<file path="src/rtl/mac_pkg.sv">
package mac_pkg;
    typedef enum logic [3:0] {
        OP_NOP  = 4'd0,
        OP_LDX  = 4'd1,
        OP_LDY  = 4'd2,
        OP_LDXY = 4'd3,
        OP_LDP  = 4'd4,
        OP_ADDP = 4'd5,
        OP_ADDH = 4'd6,
        OP_SUBH = 4'd7,
        OP_SHL  = 4'd8,
        OP_SHR  = 4'd9,
        OP_MLD  = 4'd10,
        OP_MADD = 4'd11,
        OP_MSUB = 4'd12
    } mac_op_e;
endpackage

</file>
<file path="src/rtl/mac_operand_regs.sv">
module mac_operand_regs #(
    parameter int W = 16
) (
    input  logic             clk,
    input  logic             rst_n,
    input  mac_pkg::mac_op_e op,
    input  logic [W-1:0]     opa,
    input  logic [W-1:0]     opb,
    output logic [W-1:0]     x_q,
    output logic [W-1:0]     y_q
);
    import mac_pkg::*;

    logic load_x, load_y;

    always_comb begin
        load_x = 1'b0;
        load_y = 1'b0;
        unique case (op)
            OP_LDX:                     load_x = 1'b1;
            OP_LDY:                     load_y = 1'b1;
            OP_LDXY, OP_MLD,
            OP_MADD, OP_MSUB: begin
                load_x = 1'b1;
                load_y = 1'b1;
            end
            default: ;
        endcase
    end

    always_ff @(posedge clk or negedge rst_n) begin
        if (!rst_n) begin
            x_q <= '0;
            y_q <= '0;
        end else begin
            if (load_x) x_q <= opa;
            if (load_y) y_q <= opb;
        end
    end
endmodule

</file>
<file path="src/rtl/mac_mult.sv">
module mac_mult #(
    parameter int W = 16
) (
    input  logic [W-1:0]   x,
    input  logic [W-1:0]   y,
    output logic [2*W-1:0] prod
);
    localparam int PW = 2 * W;

    logic [PW-1:0] x_ext, y_ext;

    // Sign-extend both factors so the low PW bits of the product are the signed result.
    assign x_ext = {{W{x[W-1]}}, x};
    assign y_ext = {{W{y[W-1]}}, y};
    assign prod  = x_ext * y_ext;
endmodule

</file>
<file path="src/rtl/mac_accum.sv">
module mac_accum #(
    parameter int W = 16
) (
    input  logic             clk,
    input  logic             rst_n,
    input  mac_pkg::mac_op_e op,
    input  logic [W-1:0]     opa,
    input  logic [2*W-1:0]   prod,
    output logic [2*W-1:0]   acc_q
);
    import mac_pkg::*;

    localparam int AW = 2 * W;

    logic [AW-1:0] dbl;
    logic [AW-1:0] acc_d;
    logic [W-1:0]  hi_q, lo_q;

    assign dbl  = {prod[AW-2:0], 1'b0};
    assign hi_q = acc_q[AW-1:W];
    assign lo_q = acc_q[W-1:0];

    always_comb begin
        acc_d = acc_q;
        unique case (op)
            OP_LDP:          acc_d = dbl;
            OP_ADDP,
            OP_MADD:         acc_d = acc_q + dbl;
            OP_MSUB:         acc_d = acc_q - dbl;
            OP_ADDH:         acc_d = {hi_q + opa, lo_q};
            OP_SUBH:         acc_d = {hi_q - opa, lo_q};
            OP_SHL:          acc_d = {acc_q[AW-2:0], 1'b0};
            OP_SHR:          acc_d = {acc_q[AW-1], acc_q[AW-1:1]};
            OP_MLD:          acc_d = '0;
            default:         acc_d = acc_q;
        endcase
    end

    always_ff @(posedge clk or negedge rst_n) begin
        if (!rst_n) acc_q <= '0;
        else        acc_q <= acc_d;
    end
endmodule

</file>
<file path="src/rtl/mac_dp.sv">
module mac_dp #(
    parameter int W = 16
) (
    input  logic           clk,
    input  logic           rst_n,
    input  logic [3:0]     op_i,
    input  logic [W-1:0]   opa_i,
    input  logic [W-1:0]   opb_i,
    output logic [W-1:0]   x_o,
    output logic [W-1:0]   y_o,
    output logic [2*W-1:0] prod_o,
    output logic [W-1:0]   acc_hi_o,
    output logic [W-1:0]   acc_lo_o
);
    import mac_pkg::*;

    localparam int AW = 2 * W;

    mac_op_e       op;
    logic [AW-1:0] acc;

    assign op = mac_op_e'(op_i);

    mac_operand_regs #(.W(W)) u_regs (
        .clk   (clk),
        .rst_n (rst_n),
        .op    (op),
        .opa   (opa_i),
        .opb   (opb_i),
        .x_q   (x_o),
        .y_q   (y_o)
    );

    mac_mult #(.W(W)) u_mult (
        .x    (x_o),
        .y    (y_o),
        .prod (prod_o)
    );

    mac_accum #(.W(W)) u_acc (
        .clk   (clk),
        .rst_n (rst_n),
        .op    (op),
        .opa   (opa_i),
        .prod  (prod_o),
        .acc_q (acc)
    );

    assign acc_hi_o = acc[AW-1:W];
    assign acc_lo_o = acc[W-1:0];
endmodule

</file>
<file path="config.mk">
export PLATFORM = sky130hd
export DESIGN_NAME = mac_dp
export DESIGN_NICKNAME = d
export VERILOG_FILES = /design/src/rtl/mac_pkg.sv /design/src/rtl/mac_operand_regs.sv /design/src/rtl/mac_mult.sv /design/src/rtl/mac_accum.sv /design/src/rtl/mac_dp.sv
export SDC_FILE = /design/constraint.sdc
export NUM_CORES = 1
export LEC_CHECK = 0
export BUFFER_PORTS_ARGS = -buffer_cell sky130_fd_sc_hd__buf_2
export CAP_MARGIN = 5
export CORE_UTILIZATION = 64
export DETAILED_ROUTE_END_ITERATION = 6
export GPL_ROUTABILITY_DRIVEN = 0
export PLACE_DENSITY_LB_ADDON = 0.2
export SYNTH_ARGS = -nofsm -noshare
export SYNTH_HDL_FRONTEND = slang
export SYNTH_SLANG_ARGS = --single-unit
</file>
<file path="constraint.sdc">
create_clock -name clk -period 9.8 [get_ports clk]
set_clock_uncertainty 0.15 [all_clocks]
set_input_delay 0.49 -clock clk [delete_from_list [all_inputs] [get_ports clk]]
set_output_delay 0.49 -clock clk [all_outputs]
set_load 0.01 [all_outputs]
</file>
==> After elaboration in Yosys (flattened, before gate mapping) <==
Index checks and enable logic that the tools add are counted.
{ "op_classes": {"n_addsub": 4, "n_mul": 1, "n_eq_ne": 12, "mux": 3, "bitwise": 3, "n_reduce_logical": 8} }
{ "op_table": {"columns": ["op", "count"], "rows": [
  ["32-bit case mux with 8 select lines", 1],
  ["32-bit adder", 1],
  ["16-bit by 16-bit multiplier with 32-bit output", 1],
  ["32-bit subtractor", 1],
  ["4-bit equality test (second input constant)", 5],
  ["16-bit adder", 1],
  ["4-bit by 3-bit equality test with 1-bit output (second input constant)", 4],
  ["16-bit subtractor", 1],
  ["5-bit OR reduction", 2],
  ["4-bit by 2-bit equality test with 1-bit output (second input constant)", 2],
  ["8-bit nonzero test", 1],
  ["7-bit nonzero test", 1],
  ["6-bit nonzero test", 1],
  ["4-bit by 1-bit equality test with 1-bit output (second input constant)", 1],
  ["1-bit inverter", 3],
  ["3-bit AND reduction", 1],
  ["1-bit two-way mux", 2],
  ["2-bit AND reduction", 1],
  ["2-bit OR reduction", 1]
]} }
{ "word_totals": {"reg_bits": 64, "out_inout_bits": 96, "wordCells": 36} }

==> Depth between registers and ports, before layout <==
{ "logic_depth": {"word_depth": 4, "depth_mapped": 37, "mapped_depth_nobuf": 35} }

==> Modules after synthesis <==
From an unflattened synthesis, not the netlist that was laid out.
{ "hier_totals": {"hier_cells": 1930, "hier_area_um2": 17031.3} }
{ "modules_own_cells": {"columns": ["module", "instances", "cells_each", "area_per_inst_um2", "seq_area_each_um2"], "rows": [
  ["mac_mult", 1, 1082, 9864.5, 0.0],
  ["mac_accum", 1, 712, 5313.8, 800.8],
  ["mac_operand_regs", 1, 136, 1853.0, 800.8]
]} }

==> Least setup slack after synthesis <==
Ideal clock, no wire load.
{ "synth_path": {"kind": "register to register", "start": "register u_regs.y_q[1]", "end": "register u_acc.acc_q[31]", "t_arrival_ps": 8411, "setup_slack_ps": 1113, "stages_incl_launch_ff": 36, "n_path_buf": 1, "synth_period_minus_slack_ps": 8687, "path_cell_list": "dfrtp_1 > clkbuf_1 > nand2_1 > fa_1 > fa_1 > inv_1 > fa_1 > inv_1 > fa_1 > inv_1 > fa_1 > inv_1 > fa_1 > inv_1 > ha_1 > a21oi_1 > o21ai_1 > a32oi_1 > nand3_1 > or3_1 > a21oi_1 > nand2b_1 > or4_4 > nand2_1 > xor2_1 > ha_1 > nand4_1 > nor2_1 > a32oi_1 > o21ai_1 > a41o_1 > o41ai_2 > o21ai_0 > xnor2_1 > xnor2_1 > a221o_1"} }
{ "synth_between": {"elab_chain_cells": 3, "word_cells_on_any_way": 4, "cone_classes": "add/sub: 2; mul: 1; mux: 1"} }
{ "synth_rtl": {"columns": ["item", "line_no", "rtl"], "rows": [
  ["start, declared", "mac_operand_regs.sv:10", "output logic [W-1:0] y_q"],
  ["start signal, assigned", "mac_operand_regs.sv:37", "if (load_y) y_q <= opb;"],
  ["16-bit by 16-bit multiplier with 32-bit output (*)", "mac_mult.sv:15", "assign prod = x_ext * y_ext;"],
  ["32-bit subtractor or 32-bit adder (tied branches)", "mac_accum.sv:29, mac_accum.sv:28", null],
  ["32-bit case mux with 8 select lines (*)", "mac_accum.sv:25", "unique case (op)"],
  ["end signal, assigned", "mac_accum.sv:40", "if (!rst_n) acc_q <= '0;"],
  ["end signal, assigned", "mac_accum.sv:41", "else acc_q <= acc_d;"],
  ["end, declared", "mac_accum.sv:9", "output logic [2*W-1:0] acc_q"]
]} }
Every way passes the cells marked *; elsewhere a longest branch is shown, timed or not.
A chain may end at the register's enable or synchronous reset.

==> Worst setup path in the final report <==
{ "layout_path": {"start": "register u_regs.x_q[8]", "end": "register u_acc.acc_q[31]"} }
{ "layout_between": {"elab_chain_cells": 3, "word_cells_on_any_way": 4, "cone_classes": "add/sub: 2; mul: 1; mux: 1"} }
{ "layout_rtl": {"columns": ["item", "line_no", "rtl"], "rows": [
  ["start, declared", "mac_operand_regs.sv:9", "output logic [W-1:0] x_q,"],
  ["start signal, assigned", "mac_operand_regs.sv:36", "if (load_x) x_q <= opa;"],
  ["16-bit by 16-bit multiplier with 32-bit output (*)", "mac_mult.sv:15", null],
  ["32-bit subtractor or 32-bit adder (tied branches)", "mac_accum.sv:29, mac_accum.sv:28", null],
  ["32-bit case mux with 8 select lines (*)", "mac_accum.sv:25", null]
]} }
Marked as above.

==> impl_metrics.toml <==
[worst_setup_path]
cp-end-kind = "flop"
worstPathMaxFanout = 12
max_stage_delay_ps = 580
critPathKind = "flop to flop"
cp_common_cell = "fa_1"
crit_required_ps = 9900
critPathLaunchType = "flop"
timing.critical_path.slowest_stage_cell = "fa_1"
arrival_ps = 9410

[die]
die_y_um = 162
std_cell_rows = 58
initial_core_util_pct = 65.1
dieWidth_um = 162
pin_count = 134
die_area_mm2 = 0.0262
core_area_mm2 = 0.0251

[clocking]
path_clk_slew_ps = 80
htree_levels = 3
cts_setup_buffers = 0
cts_tree = "built"
clock_latency_ps = 360
clock-sinks = 64
cts_buffers = 9
clockBufferDepth = 2
cts-root-buf = "clkbuf_16"

[drt]
vias = 14100
drc_errors = 0
antenna_left = 0
routed_wl_mm = 44.7
drt_iter0_drc = 1333
first_pass_iters = 6
post_drt_wl_per_cell_um = 19.3
viasPerCell = 6.07

[timing]
slew_headroom_pct = 16.7
max_slew.worst_pin.slew_ps = 1240
slew_violations = 0
fmax_ghz = 0.107
min_period_ps = 9310
period_share_pct = 95.0
fin_ws_ps = 489
tns_ps = 0
finalHoldViolCount = 0
rsz0062_at_grt = "no"
setup_viol = 0

[final_layout]
drive_above_1_share_pct = 13.3
mostFrequentLayoutCells = "inv_1, fa_1, nand2_1"
nNetsFinal = 2414
layout_commonest_cell = "inv_1"
postLayoutCoreUtil_pct = 70.7
area_growth_pct = 8.67
fillCellCount = 1971

[global_route]
grt_pass1_vias = 14200
grt_pass1_wl_mm = 72.7
grt.total_usage_pct = 35.7
antenna_found_initial = 1
grt_max_degree = 65
grt_overflow = 0

[synthesis]
yosysWarnings = 0
postSynthCellCount = 1875
dominantRegCellSynth = "dfrtp_1"
syn-cell-area_mm2 = 0.0163
ys_seq_elements = 64
synth_edf_count = 0
ys_async_sr_fraction_pct = 100
synth.avg_cell_area_um2 = 8.72
yosysSeqAreaShare_pct = 9.80
synth_fp_nets = 2306
ys_types = 75

[hold_path]
hp-class = "input port to async pin"

[job]
maxCapViolCount = 0

[place]
dp_hpwl_mm = 35.2
dp_slack_ps = 473
port_buffers = 133

[outcome]
status = "completed"
layout make-up:
cell class	count	area, µm²	share of cell area (%)
clock inverters	7	103	0.578
diodes	1	2.50	0.0141
repair buffers	163	891	5.02
multi-input cells	1403	13200	74.5
well taps	330	413	2.32
clock buffers	9	225	1.27
flip-flops and latches	64	1610	9.07
inverters	342	1280	7.23
metal layers:
layer  vias up  wire [µm]  global-route usage [%]
met4         0       1930                    14.8
met1      6940      17100                    47.2
met5         -          0                       0
li1       6271          -                       -
met2       721      21900                    59.0
met3       144       3840                    5.01
sequential cells by signal, summed over array words and instances, names as in the netlist:
signal / cells
u_regs.x_q: 16
u_acc.acc_q: 32
u_regs.y_q: 16
critical path: cells and delay by family, from the launching register on:
kind,cells,cell delay [ps]
buffers and inverters,4,430
adder cells (fa/ha/maj),8,3800
XOR/XNOR,4,740
AO/OA/AOI/OAI,8,2160
flip-flops,1,540
AND/OR/NAND/NOR,7,1400
cells in the mapped netlist (5+ instances only):
| master | count | area share [%] |
|---|---|---|
| inv_1 | 341 | 7.8 |
| fa_1 | 264 | 32 |
| nand2_1 | 193 | 4.4 |
| ha_1 | 129 | 9.9 |
| and2_1 | 117 | 4.5 |
| a21oi_1 | 84 | 2.6 |
| nor2_1 | 82 | 1.9 |
| o21ai_0 | 78 | 2.4 |
| xnor2_1 | 69 | 3.7 |
| dfrtp_1 | 64 | 9.8 |
| clkbuf_1 | 56 | 1.3 |
| xor2_1 | 50 | 2.7 |
| mux2_2 | 39 | 2.7 |
| a21o_1 | 24 | 1.1 |
| nor3_1 | 21 | 0.64 |
| nand3_1 | 18 | 0.55 |
| a221oi_1 | 15 | 0.80 |
| nand2b_1 | 15 | 0.57 |
| a31oi_1 | 13 | 0.50 |
| o21a_1 | 13 | 0.60 |
| a211oi_1 | 12 | 0.55 |
| nor2b_1 | 12 | 0.46 |
| o21ai_1 | 11 | 0.34 |
| o21bai_1 | 11 | 0.51 |
| a222oi_1 | 10 | 0.61 |
| a22oi_1 | 8 | 0.37 |
| nand4_1 | 8 | 0.31 |
| o31ai_1 | 8 | 0.37 |
| or3_1 | 8 | 0.31 |
| a21boi_0 | 7 | 0.32 |
| or2_2 | 7 | 0.27 |
| buf_2 | 6 | 0.18 |
| nand3b_1 | 6 | 0.28 |
| o211ai_1 | 6 | 0.28 |
| and3_1 | 5 | 0.19 |
| nor4_1 | 5 | 0.19 |
| o22ai_1 | 5 | 0.19 |
final timing paths:
kind	to	cells past startpoint	start	slack [ps]
worst max register to register	u_acc.acc_q[31]	31	u_regs.x_q[8]	490
max in group asynchronous	u_regs.y_q[8]	2	rst_n	8480
min in group clk	u_regs.y_q[10]	2	opb_i[10]	220
worst max-delay path	u_acc.acc_q[31]	31	u_regs.x_q[8]	490
worst min-delay path	u_acc.acc_q[30]	2	rst_n	220
worst min register to register	u_acc.acc_q[6]	2	u_acc.acc_q[6]	440
logic make-up after synthesis:
family                     synth area share [%]
adders and majority gates                  42.2
and+or+nand+nor                            15.3
buffers and inverters                      9.43
DFF                                        9.80
AOI/OAI and AO/OA                          14.0
muxes                                      2.75
xor gates and xnor gates                   6.55
per-stage QoR:
stage	cells	hold slack (ps)	cell area, µm²
after floorplan	1875	44.4	16300
after global placement	2302	406	17400
after detailed placement	2302	416	17400
after CTS	2318	215	17700
after global routing	2319	217	17800
final	2319	215	17800
repair_timing:
item                       4_1_cts  5_1_grt
resized for setup                0        9
setup endpoints to repair        0        2
hold buffers                     0        0
Power is left out: the tool's default activity adds up to more than one toggle a clock period on the data nets, which glitch-free logic cannot reach.
